--- config.mk ---
export PLATFORM = sky130hd
export DESIGN_NAME = xlat_ctx_regs
export DESIGN_NICKNAME = d
export VERILOG_FILES = /design/src/rtl/xlat_ctx_pkg.sv /design/src/rtl/xlat_ctx_bank.sv /design/src/rtl/xlat_ctx_rdmux.sv /design/src/rtl/xlat_ctx_regs.sv
export SDC_FILE = /design/constraint.sdc
export NUM_CORES = 1
export LEC_CHECK = 0
export BUFFER_PORTS_ARGS = -buffer_cell sky130_fd_sc_hd__buf_2
export CORE_ASPECT_RATIO = 1.4
export CORE_MARGIN = 2
export CORE_UTILIZATION = 61
export DETAILED_ROUTE_END_ITERATION = 12
export GPL_ROUTABILITY_DRIVEN = 0
export PLACE_DENSITY = 0.85
export SYNTH_ARGS = -nofsm -noshare
export SYNTH_HDL_FRONTEND = slang
export SYNTH_SLANG_ARGS = --single-unit
--- constraint.sdc ---
create_clock -name clk -period 5.2 [get_ports clk]
set_input_delay 0.26 -clock clk [delete_from_list [all_inputs] [get_ports clk]]
set_output_delay 0.26 -clock clk [all_outputs]
set_load 0.01 [all_outputs]
--- src/rtl/xlat_ctx_pkg.sv ---
package xlat_ctx_pkg;
   localparam int REG_W = 32;

   // Byte offsets inside one context window
   localparam int OFS_CTRL  = 'h00;
   localparam int OFS_STAT  = 'h20;
   localparam int OFS_FADDR = 'h30;

   // Control word bit positions
   localparam int CB_XLAT  = 0;
   localparam int CB_FLUSH = 1;
   localparam int CB_IRQEN = 2;
   localparam int CB_TREN  = 3;
   localparam int CB_TSEL  = 4;
   localparam int CB_AFEN  = 16;
   localparam int CB_TRE   = 17;

   // Status word bit positions
   localparam int SB_TF   = 0;
   localparam int SB_PF   = 1;
   localparam int SB_ABT  = 2;
   localparam int SB_MHIT = 4;
   localparam int SB_CODE = 8;
   localparam int SB_LVL  = 12;

   localparam int CODE_W  = 3;
   localparam int LVL_W   = 2;
   localparam int FLAG_W  = 4;
endpackage

--- src/rtl/xlat_ctx_bank.sv ---
module xlat_ctx_bank
   import xlat_ctx_pkg::*;
#(
   parameter int VA_W = 32
) (
   input  logic              clk,
   input  logic              rst_n,
   input  logic              ctrl_we,
   input  logic              stat_we,
   input  logic [REG_W-1:0]  wdata,
   input  logic              flt_hit,
   input  logic [FLAG_W-1:0] flt_flags,
   input  logic [CODE_W-1:0] flt_code,
   input  logic [LVL_W-1:0]  flt_level,
   input  logic [VA_W-1:0]   flt_addr,
   input  logic              flush_done,
   output logic [REG_W-1:0]  ctrl_rd,
   output logic [REG_W-1:0]  stat_rd,
   output logic [REG_W-1:0]  faddr_rd,
   output logic              flush_pend,
   output logic              ctx_irq
);
   logic              xlat_q, irqen_q, tren_q, afen_q, tre_q, flush_q;
   logic [1:0]        tsel_q;
   logic [FLAG_W-1:0] flags_q;
   logic [CODE_W-1:0] code_q;
   logic [LVL_W-1:0]  lvl_q;
   logic [VA_W-1:0]   faddr_q;
   logic              has_err, flt_take;
   logic              unused_wbits;

   assign unused_wbits = ^{wdata[REG_W-1:CB_TRE+1], wdata[CB_AFEN-1:CB_TSEL+2]};

   assign has_err  = |flags_q;
   // a clear in the same cycle empties the slot first, so the report lands
   assign flt_take = flt_hit && (|flt_flags) && (!has_err || stat_we);

   always_ff @(posedge clk) begin
      if (!rst_n) begin
         xlat_q  <= 1'b0;
         irqen_q <= 1'b0;
         tren_q  <= 1'b0;
         afen_q  <= 1'b0;
         tre_q   <= 1'b0;
         tsel_q  <= '0;
      end else if (ctrl_we) begin
         xlat_q  <= wdata[CB_XLAT];
         irqen_q <= wdata[CB_IRQEN];
         tren_q  <= wdata[CB_TREN];
         afen_q  <= wdata[CB_AFEN];
         tre_q   <= wdata[CB_TRE];
         tsel_q  <= wdata[CB_TSEL +: 2];
      end
   end

   always_ff @(posedge clk) begin
      if (!rst_n)                        flush_q <= 1'b0;
      else if (ctrl_we && wdata[CB_FLUSH]) flush_q <= 1'b1;
      else if (flush_done)               flush_q <= 1'b0;
   end

   always_ff @(posedge clk) begin
      if (!rst_n) begin
         flags_q <= '0;
         code_q  <= '0;
         lvl_q   <= '0;
         faddr_q <= '0;
      end else if (flt_take) begin
         flags_q <= flt_flags;
         code_q  <= flt_code;
         lvl_q   <= flt_level;
         faddr_q <= flt_addr;
      end else if (stat_we) begin
         flags_q <= '0;
         code_q  <= '0;
         lvl_q   <= '0;
         faddr_q <= '0;
      end
   end

   always_comb begin
      ctrl_rd             = '0;
      ctrl_rd[CB_XLAT]    = xlat_q;
      ctrl_rd[CB_FLUSH]   = flush_q;
      ctrl_rd[CB_IRQEN]   = irqen_q;
      ctrl_rd[CB_TREN]    = tren_q;
      ctrl_rd[CB_TSEL+:2] = tsel_q;
      ctrl_rd[CB_AFEN]    = afen_q;
      ctrl_rd[CB_TRE]     = tre_q;
   end

   always_comb begin
      stat_rd                  = '0;
      stat_rd[SB_TF]           = flags_q[0];
      stat_rd[SB_PF]           = flags_q[1];
      stat_rd[SB_ABT]          = flags_q[2];
      stat_rd[SB_MHIT]         = flags_q[3];
      stat_rd[SB_CODE+:CODE_W] = code_q;
      stat_rd[SB_LVL+:LVL_W]   = lvl_q;
   end

   assign faddr_rd   = REG_W'(faddr_q);
   assign flush_pend = flush_q;
   assign ctx_irq    = irqen_q & has_err;

   assert_flush_hold_R3: assert property (@(posedge clk) disable iff (!rst_n)
      flush_q && !flush_done |=> flush_q);
   assert_flush_done_R3: assert property (@(posedge clk) disable iff (!rst_n)
      flush_q && flush_done && !(ctrl_we && wdata[CB_FLUSH]) |=> !flush_q);
   assert_clear_wipes_R5: assert property (@(posedge clk) disable iff (!rst_n)
      stat_we && !(flt_hit && |flt_flags) |=> (flags_q == '0) && (faddr_q == '0));
   assert_sticky_R6: assert property (@(posedge clk) disable iff (!rst_n)
      has_err && !stat_we |=> $stable(faddr_q) && $stable(code_q) && $stable(flags_q));
   assert_irq_rise_R7: assert property (@(posedge clk) disable iff (!rst_n)
      irqen_q && !ctrl_we && flt_hit && (|flt_flags) |=> ctx_irq);
   assert_clear_then_take_R8: assert property (@(posedge clk) disable iff (!rst_n)
      stat_we && flt_hit && (|flt_flags) |=> has_err);
endmodule

--- src/rtl/xlat_ctx_rdmux.sv ---
module xlat_ctx_rdmux
   import xlat_ctx_pkg::*;
#(
   parameter int NUM_CTX = 4,
   parameter int CTX_LG2 = 6,
   parameter int CTX_IW  = 2
) (
   input  logic [NUM_CTX-1:0][REG_W-1:0] ctrl_v,
   input  logic [NUM_CTX-1:0][REG_W-1:0] stat_v,
   input  logic [NUM_CTX-1:0][REG_W-1:0] faddr_v,
   input  logic [NUM_CTX-1:0]            irq_v,
   input  logic [CTX_IW-1:0]             ctx_sel,
   input  logic [CTX_LG2-1:0]            ofs,
   input  logic                          in_range,
   output logic [REG_W-1:0]              rdata,
   output logic                          irq
);
   always_comb begin
      rdata = '0;
      if (in_range) begin
         if (ofs == CTX_LG2'(OFS_CTRL))       rdata = ctrl_v[ctx_sel];
         else if (ofs == CTX_LG2'(OFS_STAT))  rdata = stat_v[ctx_sel];
         else if (ofs == CTX_LG2'(OFS_FADDR)) rdata = faddr_v[ctx_sel];
      end
   end

   assign irq = |irq_v;
endmodule

--- src/rtl/xlat_ctx_regs.sv ---
module xlat_ctx_regs
   import xlat_ctx_pkg::*;
#(
   parameter int NUM_CTX = 4,
   parameter int CTX_LG2 = 6,
   parameter int ADDR_W  = 8,
   parameter int VA_W    = 32,
   localparam int CTX_IW = (NUM_CTX > 1) ? $clog2(NUM_CTX) : 1
) (
   input  logic                clk,
   input  logic                rst_n,
   input  logic                reg_we,
   input  logic [ADDR_W-1:0]   reg_addr,
   input  logic [REG_W-1:0]    reg_wdata,
   output logic [REG_W-1:0]    reg_rdata,
   input  logic                flt_valid,
   input  logic [CTX_IW-1:0]   flt_ctx,
   input  logic [FLAG_W-1:0]   flt_flags,
   input  logic [CODE_W-1:0]   flt_code,
   input  logic [LVL_W-1:0]    flt_level,
   input  logic [VA_W-1:0]     flt_addr,
   input  logic [NUM_CTX-1:0]  flush_done,
   output logic [NUM_CTX-1:0]  flush_busy,
   output logic                irq
);
   localparam int DEC_W = CTX_LG2 + CTX_IW;

   generate
      if (NUM_CTX < 2) begin : g_bad_ctx
         $error("NUM_CTX must be at least 2");
      end
      if (CTX_LG2 < 6) begin : g_bad_lg2
         $error("CTX_LG2 must be at least 6 to hold the fault address offset");
      end
      if (ADDR_W < DEC_W) begin : g_bad_addr
         $error("ADDR_W too small for the context windows");
      end
      if (VA_W > REG_W) begin : g_bad_va
         $error("VA_W must not exceed the register width");
      end
   endgenerate

   logic [CTX_IW-1:0]  ctx_sel;
   logic [CTX_LG2-1:0] ofs;
   logic               hi_zero, in_range;

   assign ctx_sel = reg_addr[CTX_LG2 +: CTX_IW];
   assign ofs     = reg_addr[CTX_LG2-1:0];

   generate
      if (ADDR_W > DEC_W) begin : g_hi
         assign hi_zero = (reg_addr[ADDR_W-1:DEC_W] == '0);
      end else begin : g_nohi
         assign hi_zero = 1'b1;
      end
   endgenerate

   assign in_range = hi_zero && (int'(ctx_sel) < NUM_CTX);

   logic [NUM_CTX-1:0][REG_W-1:0] ctrl_v, stat_v, faddr_v;
   logic [NUM_CTX-1:0]            irq_v;

   for (genvar i = 0; i < NUM_CTX; i++) begin : g_ctx
      logic sel_i;
      assign sel_i = reg_we && in_range && (int'(ctx_sel) == i);

      xlat_ctx_bank #(.VA_W(VA_W)) u_bank (
         .clk        (clk),
         .rst_n      (rst_n),
         .ctrl_we    (sel_i && (ofs == CTX_LG2'(OFS_CTRL))),
         .stat_we    (sel_i && (ofs == CTX_LG2'(OFS_STAT))),
         .wdata      (reg_wdata),
         .flt_hit    (flt_valid && (int'(flt_ctx) == i)),
         .flt_flags  (flt_flags),
         .flt_code   (flt_code),
         .flt_level  (flt_level),
         .flt_addr   (flt_addr),
         .flush_done (flush_done[i]),
         .ctrl_rd    (ctrl_v[i]),
         .stat_rd    (stat_v[i]),
         .faddr_rd   (faddr_v[i]),
         .flush_pend (flush_busy[i]),
         .ctx_irq    (irq_v[i])
      );
   end

   xlat_ctx_rdmux #(
      .NUM_CTX (NUM_CTX),
      .CTX_LG2 (CTX_LG2),
      .CTX_IW  (CTX_IW)
   ) u_rdmux (
      .ctrl_v   (ctrl_v),
      .stat_v   (stat_v),
      .faddr_v  (faddr_v),
      .irq_v    (irq_v),
      .ctx_sel  (ctx_sel),
      .ofs      (ofs),
      .in_range (in_range),
      .rdata    (reg_rdata),
      .irq      (irq)
   );
endmodule

# ---- Word-level counts from Yosys, hierarchy flattened
# Cells that the tools add are included.
# Widths: inputs -> output; s select.
dict set report totals {
  regBits 196
  word_cells 159
}
dict set report op_classes {
  n_eq_ne 8
  order_cmp 1
  muxes 49
  bitwise 4
  n_reduce_logical 53
}
# operator count
set op_table {}
lappend op_table {{$mux 32} 14}
lappend op_table {{$bmux 32 s2} 3}
lappend op_table {{$mux 4} 8}
lappend op_table {{$logic_and 1x1->1} 28}
lappend op_table {{$mux 3} 8}
lappend op_table {{$reduce_or 4->1} 6}
lappend op_table {{$mux 2} 8}
lappend op_table {{$reduce_bool 2->1} 8}
lappend op_table {{$eq 6x6->1 const B} 2}
lappend op_table {{$eq 2x2->1 const B} 4}
lappend op_table {{$mux 1} 8}
lappend op_table {{$logic_not 6->1} 1}
lappend op_table {{$and 1x1->1} 4}
lappend op_table {{$eq 2x1->1 const B} 2}
lappend op_table {{$logic_not 1->1} 4}
lappend op_table {{$logic_not 2->1} 2}
lappend op_table {{$logic_or 1x1->1} 4}
lappend op_table {{$lt 2x3->1 const B} 1}

# ---- Depth between registers and ports, before layout
dict set report depth {
  word_depth 6
  ltp_mapped 7
  ltp_nobuf 4
}

# ---- Hierarchy
# From an unflattened synthesis, not the netlist that was laid out.
dict set report unflattened {
  hier_cells 1389
  area_unflattened_um2 13842.0
}
# mod area_per_inst_um2 instances cells_each
set by_module_without_submodules {}
lappend by_module_without_submodules {xlat_ctx_bank 2590.0 4 271}
lappend by_module_without_submodules {xlat_ctx_rdmux 3345.7 1 284}
lappend by_module_without_submodules {xlat_ctx_regs 136.4 1 21}

# ---- Least setup slack after synthesis
# OpenSTA, ideal clock, no wires.
dict set report synth_timing {
  path_kind {input port to output port}
  from {in reg_addr[7]}
  to {out reg_rdata[11]}
  path_buffers 2
  path_slack_ps 3174
  arrival_time_ps 1766
  stages 4
  path_cell_list {clkbuf_1 > buf_1 > mux4_2 > and2_1}
}
dict set report synth_via {
  elab_chain_len 5
  word_cells_on_any_way 9
}
# element line
set synth_lines {}
lappend synth_lines {{start: declaration} xlat_ctx_regs.sv:13} ;# input logic [ADDR_W-1:0] reg_addr,
lappend synth_lines {{$bmux 32 s2} xlat_ctx_rdmux.sv:23} ;# else if (ofs == CTX_LG2'(OFS_FADDR)) rdata = faddr_v[ctx_sel];
lappend synth_lines {{$mux 32 (implied by the code)} xlat_ctx_rdmux.sv:23}
lappend synth_lines {{$mux 32} xlat_ctx_rdmux.sv:23}
lappend synth_lines {{$mux 32} xlat_ctx_rdmux.sv:22} ;# else if (ofs == CTX_LG2'(OFS_STAT)) rdata = stat_v[ctx_sel];
lappend synth_lines {{$mux 32 *} xlat_ctx_rdmux.sv:21} ;# if (ofs == CTX_LG2'(OFS_CTRL)) rdata = ctrl_v[ctx_sel];
lappend synth_lines {{end: declaration} xlat_ctx_regs.sv:15} ;# output logic [REG_W-1:0] reg_rdata,
# Mark *: on every way between the ends. The rest lies on a longest branch, timed or not. The select of a mux whose other input is x is not followed.

# ---- Worst setup path after layout
dict set report layout_timing {
  from {in reg_addr[1]}
  to {out reg_rdata[4]}
}
dict set report layout_via {
  elab_chain_len 4
  word_cells_on_any_way 6
}
# element line
set layout_lines {}
lappend layout_lines {{$eq 6x6->1} xlat_ctx_rdmux.sv:23}
lappend layout_lines {{$mux 32} xlat_ctx_rdmux.sv:23}
lappend layout_lines {{$mux 32} xlat_ctx_rdmux.sv:22}
lappend layout_lines {{$mux 32 *} xlat_ctx_rdmux.sv:21}
# Mark *: on every way between the ends. The rest lies on a longest branch, timed or not.

==> reports/qor.yml <==
detailed_routing:
  drc_errors: 0
  drtAntennaViolNets: 0
  vias: 6366
  routed_wl_mm: 21.2
  wire_per_inst_um: 22.8
  first_pass_iters: 6
  drt_iter0_drc: 614
  via_per_inst: 6.85
synthesis:
  yosys_most_used_dff: "dfxtp_1"
  post_synth_inst_count: 699
  ys_ff_latch: 196
  ys.warnings.count: 0
  netlist_top_cells_area: "dfxtp_1 (49%), mux4_2 (14%), o2bb2ai_1 (12%)"
  seq_area_frac_synth_pct: 48.8
  synth_top_cell_area_share_pct: 48.8
  synth-edff-count: 0
  syn_area_per_cell_sq_um: 11.5
  syn-num-nets: 790
  syn-cell-area_sq_um: 8050
  ys_types: 45
  async_flop_share_pct: 0
  synth.largest_area_cell: "dfxtp_1"
sta:
  slew_headroom_pct: 23.2
  hold_ws_ns: 0.0740
  timing.final.crit_share_pct: 53.2
  worst_slew_pin_slew_ns: 1.14
  clock.fmax_ghz: 0.361
  finalSetupTns_ns: 0
  hold_viol: 0
  finalClockSkew_ns: 0.00974
  min_period_ns: 2.77
  setup_viol: 0
  rsz0062_at_grt: "false"
  fin_ws_ns: 2.43
  drv_slew: 0
clock_network:
  cts_buffer_depth: 2
  cts_tree: "done"
  cts.sinks: 196
  post_cts_resize_count: 0
  numCtsBuffers: 17
  root_buffer: "clkbuf_16"
  clk_pin_slew_ns: 0.07
  clk_latency_ns: 0.44
  htreeDepth: 4
  cts_setup_buffers: 0
  hold_buffers: 0
floorplanning:
  rows: 49
  fp.dieArea_sq_um: 14100
  design.core.area_sq_um: 12900
  ios: 128
  dieWidth_um: 101
  die_y_um: 140
  start_util_pct: 62.5
global_route:
  grt-ovfl-total: 0
  grt_pass1_wl_mm: 33.3
  grt_pass1_vias: 6611
  grt_max_degree: 105
  antenna_found_initial: 0
  grt_usage_pct: 30.4
placed_design:
  dp.cells: 899
  pre_cts_slack_ns: 2.08
  place_area_sq_um: 8600
  dp_hpwl_mm: 13.1
  io_buffers: 103
worst_setup_path:
  path_class: "in2out"
  endpoint_kind: "output port"
  cp-start-kind: "primary input"
  critPathRequiredTime_ns: 4.94
  r2r_cells: 4
  worstPathArrival_ns: 2.51
  path_max_fanout: 27
final_layout:
  register_area_sq_um: 3920
  final_area_sq_um: 9120
  nFillCells: 918
  antennaDiodeCount: 0
  post-route-util_pct: 70.8
  area_growth_pct: 13.3
  drive_gt1_share_pct: 25.9
  multiInputGateArea_sq_um: 3870
  nets: 856
  instances_no_fill: 929
outcome:
  status: "completed"
run:
  max_cap_viol_count: 0
power:
  power_mw: 3.02
  peakVddDrop_mv: 0.229
  p_per_area_nw_per_um2: 331
  p_leak_nw: 3.33
worst_hold_path:
  hold_path_class: "in2reg"
  hold_depth: 2
worst max-delay path: stages:
cell and delay (ns):
buf_2 0.11, nor4_2 0.61, and3_1 1.01, a22oi_1 0.20, o21ai_0 0.14, buf_2 0.17
report_power, final:
group,total (mW),switching (mW),internal (mW)
sequential,1.57,0.0255,1.55
clock,1.18,0.552,0.631
combinational,0.266,0.166,0.100
cell usage in the layout (no fill, tap or decap), drive strengths merged, types with 2 or more instances in the layout:
cell type,count
a21boi,3
a22o,4
a22oi,4
a32o,41
and2,19
and3,2
buf,114
clkbuf,22
clkinv,6
dfxtp,196
inv,5
mux2i,19
mux4,49
nand2,83
nand3,16
nand3b,5
nor2,7
nor3,6
nor4,6
o21ai,35
o2bb2ai,111
o31a,2
o41ai,2
or4,3
final timing paths:
| path | from | endpoint | slack (ns) |
|---|---|---|---|
| min reg2reg | g_ctx[3].u_bank.faddr_rd[16] | g_ctx[3].u_bank.faddr_rd[16] | 0.46 |
| max | reg_addr[1] | reg_rdata[4] | 2.43 |
| min | flt_addr[30] | g_ctx[0].u_bank.faddr_rd[30] | 0.07 |
| max reg2reg | g_ctx[2].u_bank.flags_q[0] | g_ctx[2].u_bank.faddr_rd[9] | 2.82 |
sequential cells by signal, summed over array words and instances, names as in the netlist:
signal	count
g_ctx.u_bank.irqen_q	4
g_ctx.u_bank.faddr_rd	128
g_ctx.u_bank.flags_q	16
g_ctx.u_bank.flush_pend	4
g_ctx.u_bank.lvl_q	8
g_ctx.u_bank.tren_q	4
g_ctx.u_bank.code_q	12
g_ctx.u_bank.tsel_q	8
g_ctx.u_bank.tre_q	4
g_ctx.u_bank.xlat_q	4
g_ctx.u_bank.afen_q	4
Yosys cell counts (5+ instances only):
cell,count
nand3b_1,5
clkbuf_1,36
mux4_2,49
dfxtp_1,196
mux2i_1,19
buf_1,8
o2bb2ai_1,111
and2_1,19
a32o_1,41
o21ai_0,32
nor2_1,7
buf_2,16
nand3_1,16
nor4_1,5
nand2_1,83
layout make-up:
| class | count | area share (%) |
|---|---|---|
| Multi-Input combinational cell | 432 | 42.4 |
| Timing Repair Buffer | 114 | 6.61 |
| Inverter | 4 | 0.165 |
| Clock buffer | 22 | 5.09 |
| Clock inverter | 8 | 0.590 |
| Sequential cell | 196 | 43.0 |
| Tap cell | 153 | 2.10 |
kinds of logic after synthesis:
logic type	count (synthesis)	synth area share, %
mux	68	16.1
flops	196	48.8
buf+inv	71	4.03
simple gates	156	9.55
compound gates	208	21.6
per-layer routing:
layer | vias to the layer above | track usage (%) | wire (um) | part of all wire, %
met5 | - | 0 | 0 | 0
met4 | 0 | 14.1 | 616 | 2.9
met3 | 55 | 7.58 | 1650 | 7.8
met2 | 331 | 48.8 | 10700 | 50
met1 | 3129 | 38.5 | 8220 | 39
li1 | 2851 | - | - | -
(Power assumes the default switching activity.)
